### config.mk
export PLATFORM = sky130hd
export DESIGN_NAME = cq_req_queue
export DESIGN_NICKNAME = d
export VERILOG_FILES = /design/src/rtl/cq_pkg.sv /design/src/rtl/cq_fifo.sv /design/src/rtl/cq_track.sv /design/src/rtl/cq_req_queue.sv
export SDC_FILE = /design/constraint.sdc
export NUM_CORES = 1
export LEC_CHECK = 0
export BUFFER_PORTS_ARGS = -buffer_cell sky130_fd_sc_hd__buf_2
export CAP_MARGIN = 20
export CORE_MARGIN = 4
export CORE_UTILIZATION = 50
export CTS_CLUSTER_DIAMETER = 150
export DETAILED_ROUTE_END_ITERATION = 8
export MAX_ROUTING_LAYER = met4
export PLACE_DENSITY = 0.77
export SLEW_MARGIN = 5
export SYNTH_ARGS = -nofsm -noshare
export SYNTH_HDL_FRONTEND = slang
export SYNTH_SLANG_ARGS = --single-unit
### constraint.sdc
create_clock -name clk -period 2.6 [get_ports clk]
set_clock_uncertainty 0.15 [all_clocks]
set_input_delay 0.39 -clock clk [delete_from_list [all_inputs] [get_ports clk]]
set_output_delay 0.39 -clock clk [all_outputs]
set_load 0.03 [all_outputs]
### src/rtl/cq_pkg.sv
package cq_pkg;
  parameter int CHAN_W = 5;
  parameter int RES_W  = 2;
  parameter int EMUX_W = 3;
  parameter int GRP_W  = 1;

  typedef struct packed {
    logic [GRP_W-1:0]  grp;
    logic [EMUX_W-1:0] emux;
    logic [RES_W-1:0]  res;
    logic [CHAN_W-1:0] chan;
  } cq_req_t;

  localparam int REQ_W = $bits(cq_req_t);
endpackage

### src/rtl/cq_fifo.sv
module cq_fifo
  import cq_pkg::*;
#(
  parameter int DEPTH = 8
) (
  input  logic                     clk,
  input  logic                     rst_n,
  input  logic                     push_try,
  input  cq_req_t                  push_data,
  input  logic                     pop,
  output cq_req_t                  head_data,
  output logic                     head_v,
  output logic                     full,
  output logic [$clog2(DEPTH+1)-1:0] level,
  output logic                     ovf
);
  localparam int PTR_W = (DEPTH > 1) ? $clog2(DEPTH) : 1;
  localparam int CNT_W = $clog2(DEPTH+1);

  cq_req_t            mem [DEPTH];
  logic [PTR_W-1:0]   wr_ptr, rd_ptr;
  logic [CNT_W-1:0]   cnt;
  logic               push_acc;

  assign full     = (cnt == CNT_W'(DEPTH));
  assign head_v   = (cnt != '0);
  assign push_acc = push_try && !full;
  assign head_data = mem[rd_ptr];
  assign level    = cnt;

  function automatic logic [PTR_W-1:0] ptr_inc(input logic [PTR_W-1:0] p);
    return (p == PTR_W'(DEPTH-1)) ? '0 : p + 1'b1;
  endfunction

  for (genvar gi = 0; gi < DEPTH; gi++) begin : g_slot
    always_ff @(posedge clk) begin
      if (push_acc && (wr_ptr == PTR_W'(gi))) mem[gi] <= push_data;
    end
  end

  always_ff @(posedge clk or negedge rst_n) begin
    if (!rst_n) begin
      wr_ptr <= '0;
      rd_ptr <= '0;
      cnt    <= '0;
      ovf    <= 1'b0;
    end else begin
      if (push_acc) wr_ptr <= ptr_inc(wr_ptr);
      if (pop && head_v) rd_ptr <= ptr_inc(rd_ptr);
      case ({push_acc, pop && head_v})
        2'b10:   cnt <= cnt + 1'b1;
        2'b01:   cnt <= cnt - 1'b1;
        default: cnt <= cnt;
      endcase
      if (push_try && full) ovf <= 1'b1;
    end
  end


  cnt_bound_chk: assert property (@(posedge clk) disable iff (!rst_n)
    cnt <= CNT_W'(DEPTH));

  ovf_sticky_chk: assert property (@(posedge clk) disable iff (!rst_n)
    ovf |=> ovf);

  fill_step_chk: assert property (@(posedge clk) disable iff (!rst_n)
    (push_acc && !pop) |=> (cnt == $past(cnt) + 1'b1));

  no_empty_pop_chk: assert property (@(posedge clk) disable iff (!rst_n)
    pop |-> head_v);
endmodule

### src/rtl/cq_track.sv
module cq_track
  import cq_pkg::*;
(
  input  logic    clk,
  input  logic    rst_n,
  input  logic    start_head,
  input  logic    start_bkp,
  input  cq_req_t head_data,
  input  logic    done_i,
  input  logic    cancel_i,
  input  logic    bkp_clr,
  output logic    bkp_v,
  output cq_req_t bkp_data,
  output logic    busy
);
  logic    inf_v;
  logic    inf_src_bkp;
  cq_req_t inf_data;

  assign busy = inf_v;

  always_ff @(posedge clk or negedge rst_n) begin
    if (!rst_n) begin
      inf_v       <= 1'b0;
      inf_src_bkp <= 1'b0;
      inf_data    <= '0;
    end else if (start_head) begin
      inf_v       <= 1'b1;
      inf_src_bkp <= 1'b0;
      inf_data    <= head_data;
    end else if (start_bkp) begin
      inf_v       <= 1'b1;
      inf_src_bkp <= 1'b1;
      inf_data    <= bkp_data;
    end else if (inf_v && (done_i || cancel_i)) begin
      inf_v <= 1'b0;
    end
  end

  always_ff @(posedge clk or negedge rst_n) begin
    if (!rst_n) begin
      bkp_v    <= 1'b0;
      bkp_data <= '0;
    end else if (inf_v && cancel_i) begin
      bkp_v    <= 1'b1;
      bkp_data <= inf_data;
    end else if (inf_v && done_i && inf_src_bkp) begin
      bkp_v <= 1'b0;
    end else if (bkp_clr) begin
      bkp_v <= 1'b0;
    end
  end


  inf_hold_chk: assert property (@(posedge clk) disable iff (!rst_n)
    (inf_v && !done_i && !cancel_i) |=> (inf_v && $stable(inf_data)));

  cancel_save_chk: assert property (@(posedge clk) disable iff (!rst_n)
    (inf_v && cancel_i) |=> (bkp_v && bkp_data == $past(inf_data)));

  bkp_done_chk: assert property (@(posedge clk) disable iff (!rst_n)
    (inf_v && done_i && !cancel_i && inf_src_bkp) |=> !bkp_v);

  idle_end_chk: assert property (@(posedge clk) disable iff (!rst_n)
    (!inf_v && !start_head && !start_bkp) |=> !inf_v);
endmodule

### src/rtl/cq_req_queue.sv
module cq_req_queue
  import cq_pkg::*;
#(
  parameter int DEPTH = 8
) (
  input  logic              clk,
  input  logic              rst_n,
  input  logic              push_valid,
  output logic              push_ready,
  input  logic [CHAN_W-1:0] push_chan,
  input  logic [RES_W-1:0]  push_res,
  input  logic [EMUX_W-1:0] push_emux,
  input  logic [GRP_W-1:0]  push_grp,
  input  logic              queue_en,
  input  logic              gate_in,
  output logic              req_out,
  output logic [CHAN_W-1:0] offer_chan,
  output logic [RES_W-1:0]  offer_res,
  output logic [EMUX_W-1:0] offer_emux,
  output logic [GRP_W-1:0]  offer_grp,
  output logic              offer_from_bkp,
  input  logic              conv_start,
  input  logic              conv_done,
  input  logic              conv_cancel,
  input  logic              sw_clear,
  output logic              overflow
);
  localparam int CNT_W = $clog2(DEPTH+1);

  cq_req_t           in_req, head_data, bkp_data, offer;
  logic              head_v, full, bkp_v, busy;
  logic [CNT_W-1:0]  level;
  logic              clr_bkp, clr_head, start_ok, start_head, start_bkp, pop;

  assign in_req = '{grp: push_grp, emux: push_emux, res: push_res, chan: push_chan};

  assign clr_bkp    = sw_clear && bkp_v;
  assign clr_head   = sw_clear && !bkp_v && head_v;
  assign req_out    = queue_en && gate_in && (bkp_v || head_v);
  assign start_ok   = conv_start && req_out && !busy && !sw_clear;
  assign start_bkp  = start_ok && bkp_v;
  assign start_head = start_ok && !bkp_v;
  assign pop        = start_head || clr_head;
  assign push_ready = !full;

  cq_fifo #(.DEPTH(DEPTH)) u_fifo (
    .clk       (clk),
    .rst_n     (rst_n),
    .push_try  (push_valid),
    .push_data (in_req),
    .pop       (pop),
    .head_data (head_data),
    .head_v    (head_v),
    .full      (full),
    .level     (level),
    .ovf       (overflow)
  );

  cq_track u_track (
    .clk        (clk),
    .rst_n      (rst_n),
    .start_head (start_head),
    .start_bkp  (start_bkp),
    .head_data  (head_data),
    .done_i     (conv_done),
    .cancel_i   (conv_cancel),
    .bkp_clr    (clr_bkp),
    .bkp_v      (bkp_v),
    .bkp_data   (bkp_data),
    .busy       (busy)
  );

  always_comb begin
    if (bkp_v)       offer = bkp_data;
    else if (head_v) offer = head_data;
    else             offer = '0;
  end

  assign offer_chan     = offer.chan;
  assign offer_res      = offer.res;
  assign offer_emux     = offer.emux;
  assign offer_grp      = offer.grp;
  assign offer_from_bkp = bkp_v;


  bkp_keeps_queue_chk: assert property (@(posedge clk) disable iff (!rst_n)
    (start_bkp && !push_valid) |=> $stable(level));

  clr_bkp_chk: assert property (@(posedge clk) disable iff (!rst_n)
    (sw_clear && bkp_v && !(busy && conv_cancel)) |=> !offer_from_bkp);

  busy_start_chk: assert property (@(posedge clk) disable iff (!rst_n)
    (busy && conv_start && !conv_done && !conv_cancel && !push_valid && !sw_clear)
      |=> $stable(level));

  empty_offer_chk: assert property (@(posedge clk) disable iff (!rst_n)
    (!head_v && !bkp_v) |-> (offer_chan == '0 && !req_out));
endmodule

==> flow_summary.toml <==
[status]
status = "finished with violations"
violations = "negative setup slack"

[route]
wl_per_cell_um = 21.3
drt_iter0_drc = 268
drt_first_pass_iters = 4
drc_errors = 0
routed_wl_um = 11200
ant_nets = 0
vias = 2937
via_per_inst = 5.55

[setup_path]
critPathKind = "reg -> out"
slowest_delay_ns = 0.56
crit_fanout = 7
crit_buf_inv = 2
cp-start-kind = "flip-flop"
cp_slowest_cell = "mux4_2"
required_ns = 2.06
arrival_ns = 2.17
cp_top_family = "multiplexers"
worstPathCellList = "buf_12 -> mux4_2 -> mux2i_4 -> o21ai_1 -> buf_4"
endpoint_kind = "output pin"

[logic_synthesis]
syn_area_per_cell_um2 = 17.4
synth.largest_area_cell = "edfxtp_1"
yosys-top-cells-area = "edfxtp_1, dfrtp_1, mux4_2"
synth_area_um2 = 5260
syn-num-nets = 334
synth_edf_count = 88
ys_ff_latch = 124
synthCells = 302
synth_ff_type = "edfxtp_1"
async_flop_share_pct = 29.0
ys_seq_area_share_pct = 67.4
yosysTopAreaCellShare_pct = 50.3
synth_cell_type_count = 44
ys_warn_count = 0

[sta]
setup_viol = 12
rsz0062_at_grt = "true"
fmax_mhz = 369
tns_ns = -0.968
fin_crit_sh_pct = 104
hold_viol_final = 0
drv_slew = 0
worst_slack_ns = -0.109
worst_slew_pin_slew_ns = 0.825
finalCriticalPeriod_ns = 2.71
relSlewSlack_pct = 45.0

[finish]
postLayoutCoreUtil_pct = 64.1
layout_common_cells = "edfxtp_1, buf_4, dfrtp_1"
num-fill-cells = 668
area_delta_synth_final_pct = 25.4
finalNetCount = 412
drive_gt1_share_pct = 39.4
regArea_um2 = 3550
final_common_cell = "edfxtp_1"
antennaDiodeCount = 0
multi_input_area_um2 = 1630
final_cell_area_um2 = 6590

[clocking]
htree_levels = 4
clk_pin_slew_ns = 0.06
clock-sinks = 124
numCtsBuffers = 17
cts_root_buffer = "clkbuf_8"
cts_tree = "yes"
cts_buffer_depth = 2
insertion_delay_ns = 0.51

[die]
die_x_um = 111
fp-row-count = 37
core_um2 = 10300
die-area_um2 = 12200
initial_utilization_pct = 51.1
io_pins = 35
die_y_um = 111

[power_and_ir_drop]
irDropWorstVdd_v = 0.000758
pwr_density_cell_nw_per_um2 = 1310
p_leak_nw = 2.46

[grt]
grt_pass1_wl_um = 18100
first_global_vias = 3145
grt_use_total_pct = 20.2
grt_max_degree = 37
antenna_found_initial = 0
grt_overflow = 0

[placed_design]
dp_hpwl_um = 5880
gp_congestion = 0.814
io_buffers = 34
post_dp_cell_area_um2 = 5560

[job]
cap_viol_max_count = 0

[worst_hold_path]
hold_class = "in -> reg"
-- sequential cells by signal, summed over array words and instances (netlist names) --
signal               cells
u_track.inf_data        11
u_fifo.rd_ptr            3
u_fifo.ovf               1
u_track.bkp_data        11
u_fifo.mem              88
u_track.bkp_v            1
u_track.busy             1
u_track.inf_src_bkp      1
u_fifo.level             4
u_fifo.wr_ptr            3
-- final cells by class --
cell class / instances / share of cell area (%)
clock buffer: 18 / 6.34
inverter: 12 / 0.703
sequential: 124 / 53.8
tap: 136 / 2.58
timing repair buffer: 74 / 8.66
clock inverter: 14 / 3.13
multi-input combinational: 151 / 24.7
-- power breakdown --
group,internal [mW],switching [mW]
Clock,1.58,0.903
Combinational,1.59,1.61
Sequential,2.60,0.318
Total,5.77,2.83
-- path summary, 6_finish.rpt --
path | from | endpoint | slack, ns | depth (start not counted)
min reg2reg | u_fifo.ovf | u_fifo.ovf | 0.33 | 1
max in group asynchronous | rst_n | u_fifo.rd_ptr[1] | 1.37 | 2
max | u_fifo.rd_ptr[0] | offer_chan[3] | -0.11 | 5
min | push_emux[0] | u_fifo.mem[2][7] | 0.05 | 1
max reg2reg | u_fifo.rd_ptr[0] | u_track.inf_data[4] | -0.02 | 13
min in group asynchronous | rst_n | u_track.bkp_v | 0.37 | 2
-- cell usage after synthesis, types with 2 or more instances --
library cell	number
a21oi_1	2
dfrtp_1	36
mux2_2	15
mux4_1	4
or3_1	2
o211ai_1	11
buf_6	4
inv_1	11
nand2_1	17
edfxtp_1	88
and3_1	9
clkbuf_1	3
mux2i_1	11
ha_1	11
o21ai_0	18
o21a_1	11
nor2_1	2
clkbuf_8	2
buf_8	2
mux4_2	18
nor4_1	2
-- routing by layer --
| metal | wire [um] | up-vias | track usage (%) |
|---|---|---|---|
| li1 | - | 1342 | - |
| met1 | 4540 | 1489 | 24.9 |
| met2 | 6030 | 92 | 33.5 |
| met3 | 517 | 14 | 5.37 |
| met4 | 163 | 0 | 5.50 |
| met5 | 0 | - | - |
-- stage by stage --
step | worst slack, ns | hold slack (ns) | total power, mW | instances
after floorplan | 0.00888 | -0.0556 | 4.62 | 302
after CTS | -0.161 | 0.0194 | 8.48 | 529
after detailed placement | 0.0262 | 0.320 | 5.29 | 467
after global placement | 0.153 | 0.318 | 5.18 | 467
final | -0.109 | 0.0472 | 8.60 | 529
after global routing | -0.199 | 0.0410 | 9.01 | 529
-- repair_timing --
action / 4_1_cts / 5_1_grt
setup buffers: 15 / 2
hold buffers: 13 / 0
setup endpoints to repair: 11 / 13
endpoints found under the hold margin: 118 / 0
resized for setup: 44 / 14
pin swaps: 0 / 1
gates cloned: 2 / 0
-- cell families after synthesis --
family	after synthesis	share of synthesized area, %
AOI/OAI and AO/OA	48	6.05
buffers and inverters	27	3.83
and+or+nand+nor	41	4.36
DFF	124	67.4
adders and majority gates	12	3.00
xor gates and xnor gates	2	0.333
muxes	48	15.0
(Power assumes the default switching activity.)
